$ cat config.mk
export PLATFORM = sky130hd
export DESIGN_NAME = ptr_guard
export DESIGN_NICKNAME = d
export VERILOG_FILES = /design/src/rtl/ptr_guard.sv
export SDC_FILE = /design/constraint.sdc
export NUM_CORES = 1
export LEC_CHECK = 0
export ABC_AREA = 1
export BUFFER_PORTS_ARGS = -buffer_cell sky130_fd_sc_hd__buf_2
export CAP_MARGIN = 20
export CORE_MARGIN = 8
export CORE_UTILIZATION = 48
export CTS_CLUSTER_DIAMETER = 30
export DETAILED_ROUTE_END_ITERATION = 12
export PLACE_DENSITY = 0.74
export SETUP_SLACK_MARGIN = 0.2
export SLEW_MARGIN = 20
export SYNTH_ARGS = -nofsm -noshare
export SYNTH_HDL_FRONTEND = slang
export SYNTH_SLANG_ARGS = --single-unit
$ cat constraint.sdc
create_clock -name clk -period 1.6 [get_ports clk]
set_input_delay 0.48 -clock clk [delete_from_list [all_inputs] [get_ports clk]]
set_output_delay 0.48 -clock clk [all_outputs]
set_load 0.01 [all_outputs]
$ cat src/rtl/ptr_guard.sv
`timescale 1ns/1ps
module ptr_guard #(
  parameter int ADDR_W  = 64,
  parameter int OFF_W   = 28,
  parameter int SHIFT_W = 4,
  parameter int LAST_W  = 20,
  parameter int VEC_W   = 64
) (
  input  logic              clk,
  input  logic              rst_n,
  input  logic              req_valid,
  output logic              req_ready,
  input  logic [ADDR_W-1:0] req_pc,
  input  logic [ADDR_W-1:0] req_ptr,
  input  logic [OFF_W-1:0]  req_base_off,
  input  logic [SHIFT_W-1:0] req_shift,
  input  logic [LAST_W-1:0] req_last,
  input  logic [VEC_W-1:0]  req_vec,
  input  logic [1:0]        req_mode,
  input  logic [OFF_W-1:0]  req_fail_off,
  output logic              rsp_valid,
  input  logic              rsp_ready,
  output logic              rsp_pass,
  output logic              rsp_trap,
  output logic              rsp_redir,
  output logic [ADDR_W-1:0] rsp_target
);
  localparam int IDX_W  = $clog2(VEC_W);
  localparam int HALF_W = VEC_W / 2;
  localparam logic [ADDR_W-1:0] WIDE_LIM   = ADDR_W'(VEC_W);
  localparam logic [ADDR_W-1:0] NARROW_LIM = ADDR_W'(HALF_W);
  localparam logic [1:0] M_NARROW = 2'd0;
  localparam logic [1:0] M_WIDE   = 2'd1;
  localparam logic [1:0] M_SINGLE = 2'd2;
  localparam logic [1:0] M_DENSE  = 2'd3;

  logic [ADDR_W-1:0] base, fail_tgt, diff, idx, last_ext;
  logic              in_range, hit_wide, hit_narrow, ok, accept;
  logic [2:0]        verdict;

  assign accept    = req_valid && req_ready;
  assign req_ready = !rsp_valid || rsp_ready;

  assign base     = req_pc + {{(ADDR_W-OFF_W){req_base_off[OFF_W-1]}}, req_base_off};
  assign fail_tgt = req_pc + {{(ADDR_W-OFF_W){req_fail_off[OFF_W-1]}}, req_fail_off};
  assign diff     = req_ptr - base;
  assign idx      = ADDR_W'({diff, diff} >> req_shift);
  assign last_ext = ADDR_W'(req_last);
  assign in_range = idx <= last_ext;

  assign hit_wide   = (idx < WIDE_LIM)   && req_vec[idx[IDX_W-1:0]];
  assign hit_narrow = (idx < NARROW_LIM) && req_vec[idx[IDX_W-2:0]];

  always_comb begin
    case (req_mode)
      M_NARROW: ok = in_range && hit_narrow;
      M_WIDE:   ok = in_range && hit_wide;
      M_SINGLE: ok = req_ptr == base;
      default:  ok = in_range;
    endcase
  end

  always_ff @(posedge clk or negedge rst_n) begin
    if (!rst_n) begin
      rsp_valid  <= 1'b0;
      verdict    <= 3'b000;
      rsp_target <= '0;
    end else if (accept) begin
      rsp_valid <= 1'b1;
      if (ok) begin
        verdict    <= 3'b001;
        rsp_target <= '0;
      end else if (req_fail_off == '0) begin
        verdict    <= 3'b010;
        rsp_target <= '0;
      end else begin
        verdict    <= 3'b100;
        rsp_target <= fail_tgt;
      end
    end else if (rsp_ready) begin
      rsp_valid <= 1'b0;
    end
  end

  assign rsp_pass  = verdict[0];
  assign rsp_trap  = verdict[1];
  assign rsp_redir = verdict[2];

  p_onehot_r10: assert property (@(posedge clk) disable iff (!rst_n)
    rsp_valid |-> $onehot({rsp_pass, rsp_trap, rsp_redir}));

  p_latency_r10: assert property (@(posedge clk) disable iff (!rst_n)
    accept |=> rsp_valid);

  p_hold_r11: assert property (@(posedge clk) disable iff (!rst_n)
    rsp_valid && !rsp_ready |=> rsp_valid && $stable(verdict) && $stable(rsp_target));

  p_trap_zero_r8: assert property (@(posedge clk) disable iff (!rst_n)
    rsp_valid && rsp_trap |-> rsp_target == '0);

  p_single_r6: assert property (@(posedge clk) disable iff (!rst_n)
    accept && req_mode == M_SINGLE && req_ptr != base |=> !rsp_pass);

  p_misalign_r2: assert property (@(posedge clk) disable iff (!rst_n)
    accept && req_mode != M_SINGLE &&
    ((req_ptr - base) & ((ADDR_W'(1) << req_shift) - ADDR_W'(1))) != '0 |=> !rsp_pass);

  p_range_r3: assert property (@(posedge clk) disable iff (!rst_n)
    accept && req_mode != M_SINGLE && ((req_ptr - base) >> req_shift) > last_ext |=> !rsp_pass);
endmodule

Word level (Yosys, flattened, before mapping). Cells that the tools add are included.

Shift-type cells: 1. Reductions and logical operators: 10. Magnitude comparators: 5. Equal/unequal tests: 3. Add/subtract/negate cells: 3. Multiplexer cells: 11.

Operators by type and width (count): $add A64 B64 Y64 (2); $mux W64 (2); $shr A128 B4 Y64 (1); $eq A64 B64 Y1 (1); $le A64 B20 Y1 (1); $lt A64 B6 Y1 const B (1); $lt A64 B7 Y1 const B (1); $sub A64 B64 Y64 (1); $logic_not A28 Y1 (1); $lt A5 B7 Y1 const B (1); $lt A6 B7 Y1 const B (1); $bmux W1 S6 (1); $mux W3 (2); $bmux W1 S5 (1); $logic_and A1 B1 Y1 (5); $mux W1 (4); $pmux W1 S3 (1); $eq A2 B1 Y1 const B (1); $eq A2 B2 Y1 const B (1); $logic_not A2 Y1 (1); $reduce_bool A2 Y1 (1); $logic_not A1 Y1 (1); $logic_or A1 B1 Y1 (1).

Logic and storage cells: 36. Register bits: 68. Input bits: 278.

Longest topological paths before layout.
Depth in word-level cells: 9. Gate-level depth with buffers: 56. Gate-level depth less buffers: 54.

Worst setup path before layout. OpenSTA, ideal clock, no wires.

Path type: input port to flip-flop. Start point: input port req_pc[3]. End point: register rsp_target[17]. Cell stages on the path: 49. Data required time: 1.483 ns. Setup slack: -4.549 ns. Setup time: 0.117 ns. Path buffers: 2. Arrival: 6.032 ns. Path through: ha_1 > a21oi_1 > o21ai_1 > a21oi_1 > o21ai_1 > a21boi_1 > o21ai_1 > a21oi_1 > inv_1 > a21oi_1 > o21ai_1 > a21oi_1 > o21ai_1 > xnor2_1 > ha_1 > nand2_1 > nor2_1 > nand2_1 > (+13 left out) > nand2_1 > nor2_1 > a211oi_1 > nand2_1 > nand2_1 > nand2_1 > nor2_1 > nand2_1 > nand2_1 > nand2_1 > nor2_1 > nand3_1 > a21oi_2 > nand2_2 > buf_6 > buf_8 > nand3_2 > nand2_1.

Cells in the longest elaborated chain, start to end: 9. Elaborated cells between the ends (all ways): 19. Classes of those cells: 3 x add/sub; 3 x order compare; 1 x eq/ne; 1 x shift; 7 x mux; 4 x reduce/logical.

RTL lines: from (decl) (line 13) `input logic [ADDR_W-1:0] req_pc,`; branches (longest 8 deep; another with $add A64 B64 Y64); $mux W64 (*) (line 70) `if (ok) begin`; to (signal assigned) (line 78) `rsp_target <= fail_tgt;`; to (decl) (line 26) `output logic [ADDR_W-1:0] rsp_target`.

Every way passes the cells marked *. The select of a mux whose other input is x is not followed. A chain may end at the register's enable or synchronous reset.

Worst setup path after layout.
Start point: input port req_pc[4]. End point: register rsp_target[58].

Same word-level chain as after synthesis.

==> impl_metrics.py <==
metrics = {
    "run_status": {
        "status": "finished, violations left",
        "violations": "negative setup slack",
    },
    "timing": {
        "finClkSkew_ps": 4.77,
        "rsz0062_at_grt": "yes",
        "slew_violations": 0,
        "fin_crit_ps": 6520,
        "hold_ws_ps": 121,
        "worst_slew_pin_slew_ps": 586,
        "max_freq_mhz": 153,
        "hold_viol": 0,
        "fin_ws_ps": -4920,
        "finalCritPeriodShare": 4.08,
        "slew_headroom": 0.605,
        "setup_violations": 67,
        "tns_ps": -326440,
    },
    "setup_path": {
        "crit_type": "input pin to register",
        "worstSetupEndpointType": "register",
        "reg2reg_to": "rsp_target[7]",
        "cp_common_cell": "nand2_1",
        "regToRegSetupSlack_ps": 190,
        "cp.required_ps": 1890,
        "arrival_ps": 6820,
        "timing.rr.start": "rsp_valid",
        "crit_fanout": 8,
        "slowest_delay_ps": 310,
        "crit_path_start_kind": "input pin",
        "slowest_stage": "ha_1",
        "reg2reg_depth": 6,
    },
    "place": {
        "hpwl_mm": 77.0,
        "io_buffer_count": 346,
        "placed_cell_area_mm2": 0.0294,
        "place.gp.congestion": 1.04,
    },
    "floorplanning": {
        "initial_utilization": 0.487,
        "die_x_um": 222,
        "dieHeight_um": 222,
        "io-pin-count": 347,
        "rows": 75,
        "die_area_mm2": 0.0494,
        "coreArea_mm2": 0.0419,
    },
    "final_layout": {
        "finalNetCount": 5547,
        "stdcell_area_mm2": 0.0316,
        "most-common-layout-cells": "1214 x nand2_1, 981 x buf_4, 510 x nand3_1, 491 x inv_1, 339 x buf_2",
        "area_growth_pct": 54.9,
        "final_util": 0.754,
        "n_fill_cell": 3531,
        "drive_above_1_share": 0.326,
        "final_common_cell": "nand2_1",
    },
    "route": {
        "viasPerCell": 5.41,
        "ant_nets": 0,
        "drtPass1Iterations": 7,
        "drc": 0,
        "num_vias": 30400,
        "drtIter0Drc": 2803,
        "wire_per_inst_um": 17.0,
        "postRouteWirelength_mm": 95.7,
    },
    "clock_network": {
        "cts_inserted_buffers": 9,
        "clk_latency_ps": 350,
        "clock-sinks": 68,
        "ctsHoldBuffers": 0,
        "htree_levels": 3,
        "clkTransAtPathRegs_ps": 60,
        "cts_tree": "yes",
        "clock_path_buffers": 2,
        "cts_root_buf": "clkbuf_16",
    },
    "power_and_ir_drop": {
        "power_mw": 26.7,
        "ir_drop_v": 0.00107,
        "power_density_mw_per_mm2": 843,
        "static-leakage-power_nw": 18.1,
    },
    "synth": {
        "synth_edf_count": 0,
        "async_reset_ff_frac": 1.00,
        "syn_area_mm2": 0.0204,
        "synth-seq-cells": 68,
        "synth_nets": 4265,
        "synth_ff_type": "dfrtp_1",
        "synth_warnings": 0,
        "syn_inst": 3775,
        "ys_types": 54,
        "yosysSeqAreaShare": 0.0834,
        "synth.avg_cell_area_um2": 5.41,
    },
    "job": {
        "maxCapViolations": 0,
    },
    "worst_hold_path": {
        "hold_path_class": "input pin to async pin",
    },
    "grt": {
        "grt_pass1_vias": 28600,
        "antenna_found_initial": 20,
        "grt_first_pass_wirelength_mm": 145,
        "grt_max_degree": 69,
        "gr-total-overflow": 0,
        "grt_usage": 0.357,
    },
}
registers in the layout, summed over array words and instances, names as in the netlist:
register    count
rsp_valid       1
rsp_target     64
verdict         3
metrics by stage:
stage,std cells,setup slack (ps)
global placement,5481,-5040
CTS,5577,-4510
floorplan,3775,-4280
global route,5613,-5260
detailed placement,5481,-5170
finish,5619,-4920
synthesized netlist by cell type (19+ instances only):
cell,count,area (µm²)
o21bai_1,22,165
ha_1,209,2620
buf_1,19,71.3
xor2_1,69,604
nor3_1,32,160
nand3_2,29,290
nor2_1,275,1030
xnor2_1,61,534
a21oi_1,246,1230
nand3_1,543,2720
buf_2,25,125
nand2_1,1271,4770
o21ai_0,105,526
nor4_1,21,131
dfrtp_1,68,1700
nand4_1,29,181
o21ai_1,28,140
a31oi_1,52,325
inv_1,505,1900
clkbuf_1,29,109
cell type report:
cell class,count,area (µm²),share of cell area
diodes,18,45.0,0.00142
clock buffers,9,225,0.00712
clock inverters,7,67.6,0.00214
inverters,516,1940,0.0613
multi-input cells,3104,17200,0.545
flip-flops and latches,68,1700,0.0538
well taps,539,674,0.0213
repair buffers,1358,9730,0.308
per-layer routing:
layer,vias up,wire length [µm],GRT usage
met3,369,7060,0.0443
met4,6,6400,0.206
met2,1439,44200,0.610
li1,15000,-,-
met5,-,36,0
met1,13600,37900,0.428
cells by family after synthesis:
kind of cell	after synthesis	share of synthesized area
AOI/OAI and AO/OA	513	0.140
adders and majority gates	212	0.131
muxes	1	0.000490
DFF	68	0.0834
xor gates and xnor gates	131	0.0566
buffers and inverters	603	0.116
and+or+nand+nor	2247	0.472
how the worst max path moves through the flow:
stage	startpoint	end	slack (ps)	depth (start not counted)
2_1_floorplan	req_pc[0]	rsp_target[17]	-4280	50
3_3_place_gp	req_pc[0]	rsp_target[4]	-5040	50
3_5_place_dp	req_pc[0]	rsp_target[63]	-5170	50
4_1_cts	req_base_off[0]	rsp_target[36]	-4510	57
5_1_grt	req_pc[4]	rsp_target[31]	-5260	53
6_report	req_pc[4]	rsp_target[58]	-4920	53
where the power goes:
| group | total (mW) | switching (mW) | internal, mW |
|---|---|---|---|
| sequential | 2.40 | 0.290 | 2.11 |
| clock | 2.02 | 0.823 | 1.20 |
| combinational | 22.2 | 12.4 | 9.87 |
| total | 26.7 | 13.5 | 13.2 |
critical path: cells and delay by family:
family	cells	cell delay, ps
AO/OA/AOI/OAI	10	1400
XOR/XNOR	1	150
adder cells (fa/ha/maj)	2	570
buffers and inverters	16	2070
AND/OR/NAND/NOR	24	2150
repair_timing:
item / CTS / global route
buffers inserted: 75 / 20
endpoints found under the setup margin: 70 / 73
pin swaps: 57 / 65
cloned: 5 / 4
resized for setup: 130 / 106
No activity file was read; power rests on OpenSTA's default activity.
